[config.mk]
export PLATFORM = sky130hd
export DESIGN_NAME = scl_clk_div
export DESIGN_NICKNAME = d
export VERILOG_FILES = /design/src/rtl/scl_div_pkg.sv /design/src/rtl/scl_prescaler.sv /design/src/rtl/scl_sync.sv /design/src/rtl/scl_cfg_latch.sv /design/src/rtl/scl_phase_ctrl.sv /design/src/rtl/scl_clk_div.sv
export SDC_FILE = /design/constraint.sdc
export NUM_CORES = 1
export LEC_CHECK = 0
export BUFFER_PORTS_ARGS = -buffer_cell sky130_fd_sc_hd__buf_2
export CAP_MARGIN = 20
export CORE_MARGIN = 2
export CORE_UTILIZATION = 40
export DETAILED_ROUTE_END_ITERATION = 8
export GPL_ROUTABILITY_DRIVEN = 0
export PLACE_DENSITY = 0.69
export REMOVE_ABC_BUFFERS = 1
export SYNTH_ARGS = -nofsm -noshare
export SYNTH_HDL_FRONTEND = slang
export SYNTH_SLANG_ARGS = --single-unit
[constraint.sdc]
create_clock -name clk_i -period 2.63 [get_ports clk_i]
set_input_delay 0.526 -clock clk_i [delete_from_list [all_inputs] [get_ports clk_i]]
set_output_delay 0.526 -clock clk_i [all_outputs]
set_load 0.1 [all_outputs]
[src/rtl/scl_div_pkg.sv]
package scl_div_pkg;
  typedef enum logic [1:0] {
    PH_IDLE = 2'd0,
    PH_LOW  = 2'd1,
    PH_RISE = 2'd2,
    PH_HIGH = 2'd3
  } scl_phase_e;

  // half period = (20 + 8*scgd) / 2
  localparam int unsigned HALF_BASE  = 10;
  localparam int unsigned HALF_SHIFT = 2;
endpackage

[src/rtl/scl_prescaler.sv]
module scl_prescaler #(
  parameter int unsigned CDF_W = 3
) (
  input  logic             clk_i,
  input  logic             rst_ni,
  input  logic             run_i,
  input  logic [CDF_W-1:0] cdf_i,
  output logic             tick_o
);
  logic [CDF_W-1:0] pcnt_q;
  logic             wrap;

  assign wrap   = (pcnt_q == cdf_i);
  assign tick_o = run_i && wrap;

  always_ff @(posedge clk_i or negedge rst_ni) begin
    if (!rst_ni)      pcnt_q <= '0;
    else if (!run_i)  pcnt_q <= '0;
    else if (wrap)    pcnt_q <= '0;
    else              pcnt_q <= pcnt_q + 1'b1;
  end
endmodule

[src/rtl/scl_sync.sv]
module scl_sync #(
  parameter int unsigned STAGES = 2
) (
  input  logic clk_i,
  input  logic rst_ni,
  input  logic d_i,
  output logic q_o
);
  logic [STAGES-1:0] chain_q;

  for (genvar g = 0; g < STAGES; g++) begin : g_stage
    always_ff @(posedge clk_i or negedge rst_ni) begin
      if (!rst_ni) chain_q[g] <= 1'b0;
      else         chain_q[g] <= (g == 0) ? d_i : chain_q[(g == 0) ? 0 : g-1];
    end
  end

  assign q_o = chain_q[STAGES-1];
endmodule

[src/rtl/scl_cfg_latch.sv]
module scl_cfg_latch
  import scl_div_pkg::*;
#(
  parameter int unsigned CDF_W  = 3,
  parameter int unsigned SCGD_W = 6,
  parameter int unsigned CNT_W  = SCGD_W + 3
) (
  input  logic                    clk_i,
  input  logic                    rst_ni,
  input  logic                    load_i,
  input  logic [CDF_W+SCGD_W-1:0] cfg_i,
  output logic [CDF_W-1:0]        cdf_o,
  output logic [CNT_W-1:0]        half_o
);
  logic [SCGD_W-1:0] scgd;
  logic [CNT_W-1:0]  half_n;

  assign scgd   = cfg_i[CDF_W +: SCGD_W];
  assign half_n = CNT_W'(HALF_BASE) + (CNT_W'(scgd) << HALF_SHIFT);

  always_ff @(posedge clk_i or negedge rst_ni) begin
    if (!rst_ni) begin
      cdf_o  <= '0;
      half_o <= CNT_W'(HALF_BASE);
    end else if (load_i) begin
      cdf_o  <= cfg_i[CDF_W-1:0];
      half_o <= half_n;
    end
  end
endmodule

[src/rtl/scl_phase_ctrl.sv]
module scl_phase_ctrl
  import scl_div_pkg::*;
#(
  parameter int unsigned CNT_W = 9
) (
  input  logic             clk_i,
  input  logic             rst_ni,
  input  logic             en_i,
  input  logic             tick_i,
  input  logic             scl_hi_i,
  input  logic [CNT_W-1:0] half_i,
  output logic             run_o,
  output logic             load_o,
  output logic             scl_oe_o,
  output logic             shift_o,
  output logic             sample_o
);
  scl_phase_e       phase_q;
  logic [CNT_W-1:0] cnt_q;
  logic             last_tick;
  logic             mid_tick;

  assign last_tick = tick_i && (cnt_q == half_i - 1'b1);
  assign mid_tick  = tick_i && (cnt_q == (half_i >> 1));

  assign run_o    = en_i && ((phase_q == PH_LOW) || (phase_q == PH_HIGH));
  assign load_o   = (phase_q == PH_IDLE) || ((phase_q == PH_HIGH) && last_tick);
  assign scl_oe_o = (phase_q == PH_LOW);
  assign shift_o  = (phase_q == PH_LOW)  && mid_tick;
  assign sample_o = (phase_q == PH_HIGH) && mid_tick;

  always_ff @(posedge clk_i or negedge rst_ni) begin
    if (!rst_ni) begin
      phase_q <= PH_IDLE;
      cnt_q   <= '0;
    end else if (!en_i) begin
      phase_q <= PH_IDLE;
      cnt_q   <= '0;
    end else begin
      unique case (phase_q)
        PH_IDLE: begin
          phase_q <= PH_LOW;
          cnt_q   <= '0;
        end
        PH_LOW: if (tick_i) begin
          if (last_tick) begin
            phase_q <= PH_RISE;
            cnt_q   <= '0;
          end else begin
            cnt_q <= cnt_q + 1'b1;
          end
        end
        PH_RISE: if (scl_hi_i) begin
          phase_q <= PH_HIGH;
          cnt_q   <= '0;
        end
        PH_HIGH: if (tick_i) begin
          if (last_tick) begin
            phase_q <= PH_LOW;
            cnt_q   <= '0;
          end else begin
            cnt_q <= cnt_q + 1'b1;
          end
        end
        default: phase_q <= PH_IDLE;
      endcase
    end
  end
endmodule

[src/rtl/scl_clk_div.sv]
module scl_clk_div #(
  parameter int unsigned CDF_W       = 3,
  parameter int unsigned SCGD_W      = 6,
  parameter int unsigned SYNC_STAGES = 2
) (
  input  logic                    clk_i,
  input  logic                    rst_ni,
  input  logic                    en_i,
  input  logic [CDF_W+SCGD_W-1:0] cfg_i,
  input  logic                    scl_i,
  output logic                    scl_oe_o,
  output logic                    tick_o,
  output logic                    shift_o,
  output logic                    sample_o
);
  localparam int unsigned CNT_W = SCGD_W + 3;

  logic             run;
  logic             load;
  logic             scl_hi;
  logic [CDF_W-1:0] cdf_q;
  logic [CNT_W-1:0] half_q;

  scl_cfg_latch #(.CDF_W(CDF_W), .SCGD_W(SCGD_W), .CNT_W(CNT_W)) u_cfg (
    .clk_i (clk_i),
    .rst_ni(rst_ni),
    .load_i(load),
    .cfg_i (cfg_i),
    .cdf_o (cdf_q),
    .half_o(half_q)
  );

  scl_prescaler #(.CDF_W(CDF_W)) u_pre (
    .clk_i (clk_i),
    .rst_ni(rst_ni),
    .run_i (run),
    .cdf_i (cdf_q),
    .tick_o(tick_o)
  );

  scl_sync #(.STAGES(SYNC_STAGES)) u_sync (
    .clk_i (clk_i),
    .rst_ni(rst_ni),
    .d_i   (scl_i),
    .q_o   (scl_hi)
  );

  scl_phase_ctrl #(.CNT_W(CNT_W)) u_phase (
    .clk_i   (clk_i),
    .rst_ni  (rst_ni),
    .en_i    (en_i),
    .tick_i  (tick_o),
    .scl_hi_i(scl_hi),
    .half_i  (half_q),
    .run_o   (run),
    .load_o  (load),
    .scl_oe_o(scl_oe_o),
    .shift_o (shift_o),
    .sample_o(sample_o)
  );
endmodule

# Word level (Yosys, flattened, before mapping)

Cells that the tools add are included.
W data, S select, Z words.

Register bits: 28
Input port bits: 13

$add $sub $neg: 4
Equality and inequality tests: 12
Multiplexer cells: 14
Reduce and logical (&&, ||, !) cells: 13

Operator list:

| cell                  | count |
|---|---|
| $mux W9               | 4 |
| $pmux W9 S3           | 1 |
| $ne A3 B2 Y1 const B  | 5 |
| $mux W2               | 6 |
| $add A4 B8 Y9 const A | 1 |
| $add A9 B1 Y9 const B | 1 |
| $eq A9 B8 Y1          | 1 |
| $eq A9 B9 Y1          | 1 |
| $sub A9 B1 Y9 const B | 1 |
| $pmux W2 S4           | 1 |
| $logic_and A1 B1 Y1   | 7 |
| $mux W3               | 2 |
| $reduce_and A5 Y1     | 1 |
| $eq A2 B2 Y1 const B  | 2 |
| $add A3 B1 Y3 const B | 1 |
| $eq A3 B3 Y1          | 1 |
| $ne A3 B3 Y1 const B  | 1 |
| $eq A2 B1 Y1 const B  | 1 |
| $logic_not A2 Y1      | 1 |
| $logic_or A1 B1 Y1    | 2 |
| $reduce_and A2 Y1     | 1 |
| $reduce_or A2 Y1      | 1 |

# Logic depth before layout (Yosys ltp)

Word-level depth: 9
Depth in mapped cells: 8
Gate-level depth less buffers: 7

# Hierarchy

A second synthesis with hierarchy kept.

Cell total of the unflattened synthesis: 187
Area total of the unflattened synthesis: 1766.7 µm²

Modules (own cells, without submodules):

| module         | times used | cells each | area each (µm²) |
|---|---|---|---|
| scl_phase_ctrl | 1          | 134        | 1092.3 |
| scl_cfg_latch  | 1          | 37         | 460.4 |
| scl_prescaler  | 1          | 14         | 163.9 |
| scl_sync       | 1          | 2          | 50.0 |

# Worst setup path before layout

No wires, ideal clock.

Kind: reg2out
Start point: register u_phase.phase_q[1]
End point: output sample_o
Arrival time: 2.742 ns
Setup slack: -0.638 ns
Cell stages (with the launch flop): 6
Path buffers: 0
Cells stage by stage: dfrtp_1 > inv_1 > ha_1 > o21ai_0 > nor3_1 > and2_1

Cells in the longest elaborated chain, start to end: 6
Elaborated cells on any way between the ends: 7
Those cells by class: 2 x eq/ne; 5 x reduce/logical

RTL lines:

| element                  | RTL line             | source |
|---|---|---|
| start: declaration       | scl_phase_ctrl.sv:18 | `scl_phase_e phase_q;` |
| start signal: assignment | scl_phase_ctrl.sv:34 | `phase_q <= PH_IDLE;` |
| start signal: assignment | scl_phase_ctrl.sv:37 | `phase_q <= PH_IDLE;` |
| start signal: assignment | scl_phase_ctrl.sv:42 | `phase_q <= PH_LOW;` |
| $eq A2 B1 Y1             | -                    |  |
| net scl_oe_o             | scl_clk_div.sv:11    | `output logic scl_oe_o,` |
| $logic_or A1 B1 Y1       | scl_phase_ctrl.sv:26 | `assign run_o = en_i && ((phase_q == PH_LOW) \|\| (phase_q == PH_HIGH));` |
| $logic_and A1 B1 Y1      | scl_phase_ctrl.sv:26 |  |
| $logic_and A1 B1 Y1      | scl_prescaler.sv:14  | `assign tick_o = run_i && wrap;` |
| $logic_and A1 B1 Y1      | scl_phase_ctrl.sv:24 | `assign mid_tick = tick_i && (cnt_q == (half_i >> 1));` |
| $logic_and A1 B1 Y1      | scl_phase_ctrl.sv:30 | `assign sample_o = (phase_q == PH_HIGH) && mid_tick;` |
| end: declaration         | scl_clk_div.sv:14    | `output logic sample_o` |

The timed path passes the listed nets, and every way through them passes these cells.

# Final worst setup path

Start point: register u_phase.phase_q[1]
End point: output sample_o

Cells in the longest elaborated chain, start to end: 6
Elaborated cells on any way between the ends: 7
Those cells by class: 2 x eq/ne; 5 x reduce/logical

RTL lines:

| element                                             | RTL line |
|---|---|
| $eq A2 B1 Y1 / $eq A2 B2 Y1 (equally long branches) | scl_phase_ctrl.sv:26, scl_phase_ctrl.sv:30 |
| $logic_or A1 B1 Y1                                  | scl_phase_ctrl.sv:26 |
| $logic_and A1 B1 Y1                                 | scl_phase_ctrl.sv:26 |
| $logic_and A1 B1 Y1                                 | scl_prescaler.sv:14 |
| $logic_and A1 B1 Y1                                 | scl_phase_ctrl.sv:24 |
| $logic_and A1 B1 Y1 *                               | scl_phase_ctrl.sv:30 |

Mark *: on every way between the ends. The rest lies on a longest branch, timed or not.

==> impl_metrics.yaml <==
outcome:
  run_status: "finished, final reports clean"
timing:
  max_clock_freq_mhz: 400
  worst_slew_margin_rel_pct: 60.0
  period_needed_ns: 2.50
  min_period_over_period_pct: 95.1
  finalClockSkew_ns: 0.00818
  hold_violations: 0
  maxSlewViolCount: 0
  rsz0062_at_grt: "no"
  fin_hold_ws_ns: 0.248
  fin_tns_setup_ns: 0
  finalSetupViolations: 0
  transition_time_of_the_tightest_slew_check_pin_ns: 0.600
worst_setup_path:
  timing.critical_path.required_ns: 2.10
  crit_slowest_cell: "o21ai_0"
  cp_top_family: "compound AO/OA/AOI/OAI gates"
  worst-endpoint-arrival_ns: 1.98
  path_class: "flip-flop to primary output"
  endpoint_kind: "primary output"
  timing.critical_path.cells: "inv_1 > ha_1 > o21ai_0 > nor3_1 > and2_1 > buf_12"
  max_stage_delay_ns: 0.47
  crit_path_max_fanout: 4
  cp-start-kind: "flip-flop"
  path_buf_inv: 2
global_route:
  antenna_violations_before_repair: 0
  largest_net_degree_at_the_start_of_global_routing: 27
  grt_use_total_pct: 15.8
  grt_overflow: 0
  grt_first_pass_wirelength_um: 5110
  first_global_vias: 1059
routing:
  route.detailed.vias_per_inst: 5.21
  route.final.wire_length_um: 2980
  drt-wirelength-per-cell_um: 14.8
  drtIter0Drc: 65
  drt_drc_violations_left: 0
  dr.pass1.iters: 4
  ant_nets: 0
  dr_total_vias: 1052
floorplanning:
  fp.dieW_um: 65.2
  floorplan.die_area_um2: 4250
  fp.coreArea_um2: 3630
  rows: 22
  start_util_pct: 41.3
  die_height_um: 65.2
  floorplan.io_pins: 17
layout:
  area_growth_syn_to_layout_pct: 15.4
  insertedDiodeCount: 0
  finalNetCount: 177
  nFillCells: 358
  layout_cell_share_with_drive_strength_beyond_1_pct: 23.4
synthesis:
  synth_area_leader_cell: "dfrtp_1"
  synth-warning-count: 0
  mappedNetlistArea_um2: 1500
  seq_area_frac_synth_pct: 43.5
  synth_cell_type_count: 32
  synth.area.top_cells: "dfrtp_1 (42%), xor2_1 (12%), ha_1 (7.5%)"
  postSynthRegisterBits: 26
  synth_area_per_inst_um2: 11.1
  post_synth_inst_count: 135
  synth_top_area_share_pct: 41.7
clocking:
  cts-root-to-sink-buffers: 2
  clk_transition_reported_paths_ns: 0.09
  cts_inserted_buffers: 3
  cts.root.buffer_cell: "clkbuf_8"
  cts_tree: "done"
  clock_tree.htree_level_count: 1
  insertion_delay_ns: 0.27
  cts_num_sinks: 26
  post_cts.repair.setup_buffers: 0
power:
  p_per_area_nw_per_um2: 964
  power.total_w: 0.00167
  vdd.ir_drop.worst_mv: 0.427
  power_leakage_nw: 0.804
placement:
  port_buffers: 16
  dp_hpwl_um: 2250
flow_run:
  timing.max_cap.violations: 0
worst_hold_path:
  worst_hold_path_type: "primary input to asynchronous set/reset pin"
-- synthesized netlist by cell type --
| library cell | number |
|---|---|
| dfrtp_1 | 25 |
| xor2_1 | 20 |
| nor2_1 | 11 |
| ha_1 | 9 |
| mux2_2 | 9 |
| nand3_1 | 8 |
| xnor2_1 | 8 |
| inv_1 | 5 |
| and4_1 | 4 |
| nand4_1 | 4 |
| and2_1 | 3 |
| and3_1 | 3 |
| nand2_1 | 3 |
| nand3b_1 | 2 |
| nor3_1 | 2 |
| o21ai_0 | 2 |
| o22ai_1 | 2 |
| a22o_1 | 1 |
| a31oi_1 | 1 |
| a41oi_4 | 1 |
| buf_2 | 1 |
| clkbuf_1 | 1 |
| dfstp_2 | 1 |
| mux2i_1 | 1 |
| nor2_2 | 1 |
| nor2_4 | 1 |
| nor3b_1 | 1 |
| nor4_1 | 1 |
| nor4_2 | 1 |
| o21a_1 | 1 |
| o31ai_1 | 1 |
| or3_4 | 1 |
-- path summary, 6_finish.rpt --
path / startpoint / endpoint / cells after the start / slack, ns
max in group asynchronous: rst_ni / u_cfg.half_o[5]$_DFFE_PN0P_ / 1 / 1.98
min in group clk_i: u_sync.chain_q[0]$_DFF_PN0_ / u_sync.q_o$_DFF_PN0_ / 0 / 0.37
max: u_phase.phase_q[1]$_DFFE_PN0P_ / sample_o / 6 / 0.13
min: rst_ni / u_sync.q_o$_DFF_PN0_ / 1 / 0.25
min reg2reg: u_sync.chain_q[0]$_DFF_PN0_ / u_sync.q_o$_DFF_PN0_ / 0 / 0.37
max reg2reg: u_phase.phase_q[1]$_DFFE_PN0P_ / u_cfg.cdf_o[1]$_DFFE_PN0P_ / 6 / 0.45
-- final cells by class --
class	instances	area, um^2	area share [%]
clock buffer	3	41.3	2.39
clock inverter	1	30.0	1.74
inverter	5	18.8	1.08
multi-input combinational	102	820	47.4
sequential	26	652	37.7
tap	48	60.1	3.47
timing repair buffer	17	109	6.29
-- layer usage --
metal,global-route usage (%),vias up,routed length (um)
li1,-,508,-
met1,20.7,517,1380
met2,26.8,19,1460
met3,2.23,8,69
met4,5.47,0,65
met5,0,-,0
-- logic make-up after synthesis --
kind of cell	share of synthesized area (%)
flops	43.5
mux	7.43
fa+ha+maj	7.51
simple gates	18.0
compound gates	5.34
xor+xnor	16.4
buf+inv	1.84
-- cell usage in the layout, fill, tap and decap left out, drive strengths merged, types with 4 or more instances in the layout --
| cell | netlist | layout |
|---|---|---|
| and4 | 4 | 4 |
| buf | 1 | 17 |
| dfrtp | 25 | 25 |
| ha | 9 | 9 |
| inv | 5 | 5 |
| mux2 | 9 | 9 |
| nand3 | 8 | 8 |
| nand4 | 4 | 4 |
| nor2 | 13 | 13 |
| xnor2 | 8 | 8 |
| xor2 | 20 | 20 |
-- what timing repair did --
action / in CTS / in global routing
hold buffers: 0 / 0
gates resized for setup: 1 / 1
gates cloned: 0 / 0
pin swaps: 0 / 1
setup endpoints to repair: 1 / 1
-- power by group --
group          internal [W]  switching, W  total [W]  leakage [nW]
logic              0.000294      0.000407   0.000701         0.436
registers          0.000515      0.000123   0.000637         0.333
clock network      0.000204      0.000127   0.000331        0.0357
-- state kept, by name (all words and copies together), names as in the netlist --
name	count
u_pre.pcnt_q	3
u_phase.phase_q	2
u_cfg.half_o	7
u_sync.q_o	1
u_phase.cnt_q	9
u_cfg.cdf_o	3
u_sync.chain_q	1
-- per-stage QoR --
step | area, um^2 | std cells | utilization (%) | setup slack [ns]
2_1_floorplan | 1490 | 133 | - | -0.638
3_3_place_gp | 1650 | 198 | 45.5 | 0.351
3_5_place_dp | 1650 | 198 | 45.5 | 0.278
4_1_cts | 1730 | 202 | 47.5 | 0.0839
5_1_grt | 1730 | 202 | 47.6 | 0.0136
6_report | 1730 | 202 | 47.6 | 0.129
-- worst reg2reg max path, stage by stage, from the launching register on --
cell	delay, ns
dfrtp_1	0.39
inv_1	0.10
ha_1	0.22
o21ai_0	0.47
nor2_4	0.09
a41oi_4	0.40
mux2_2	0.40
No activity file was read; power rests on OpenSTA's default activity.
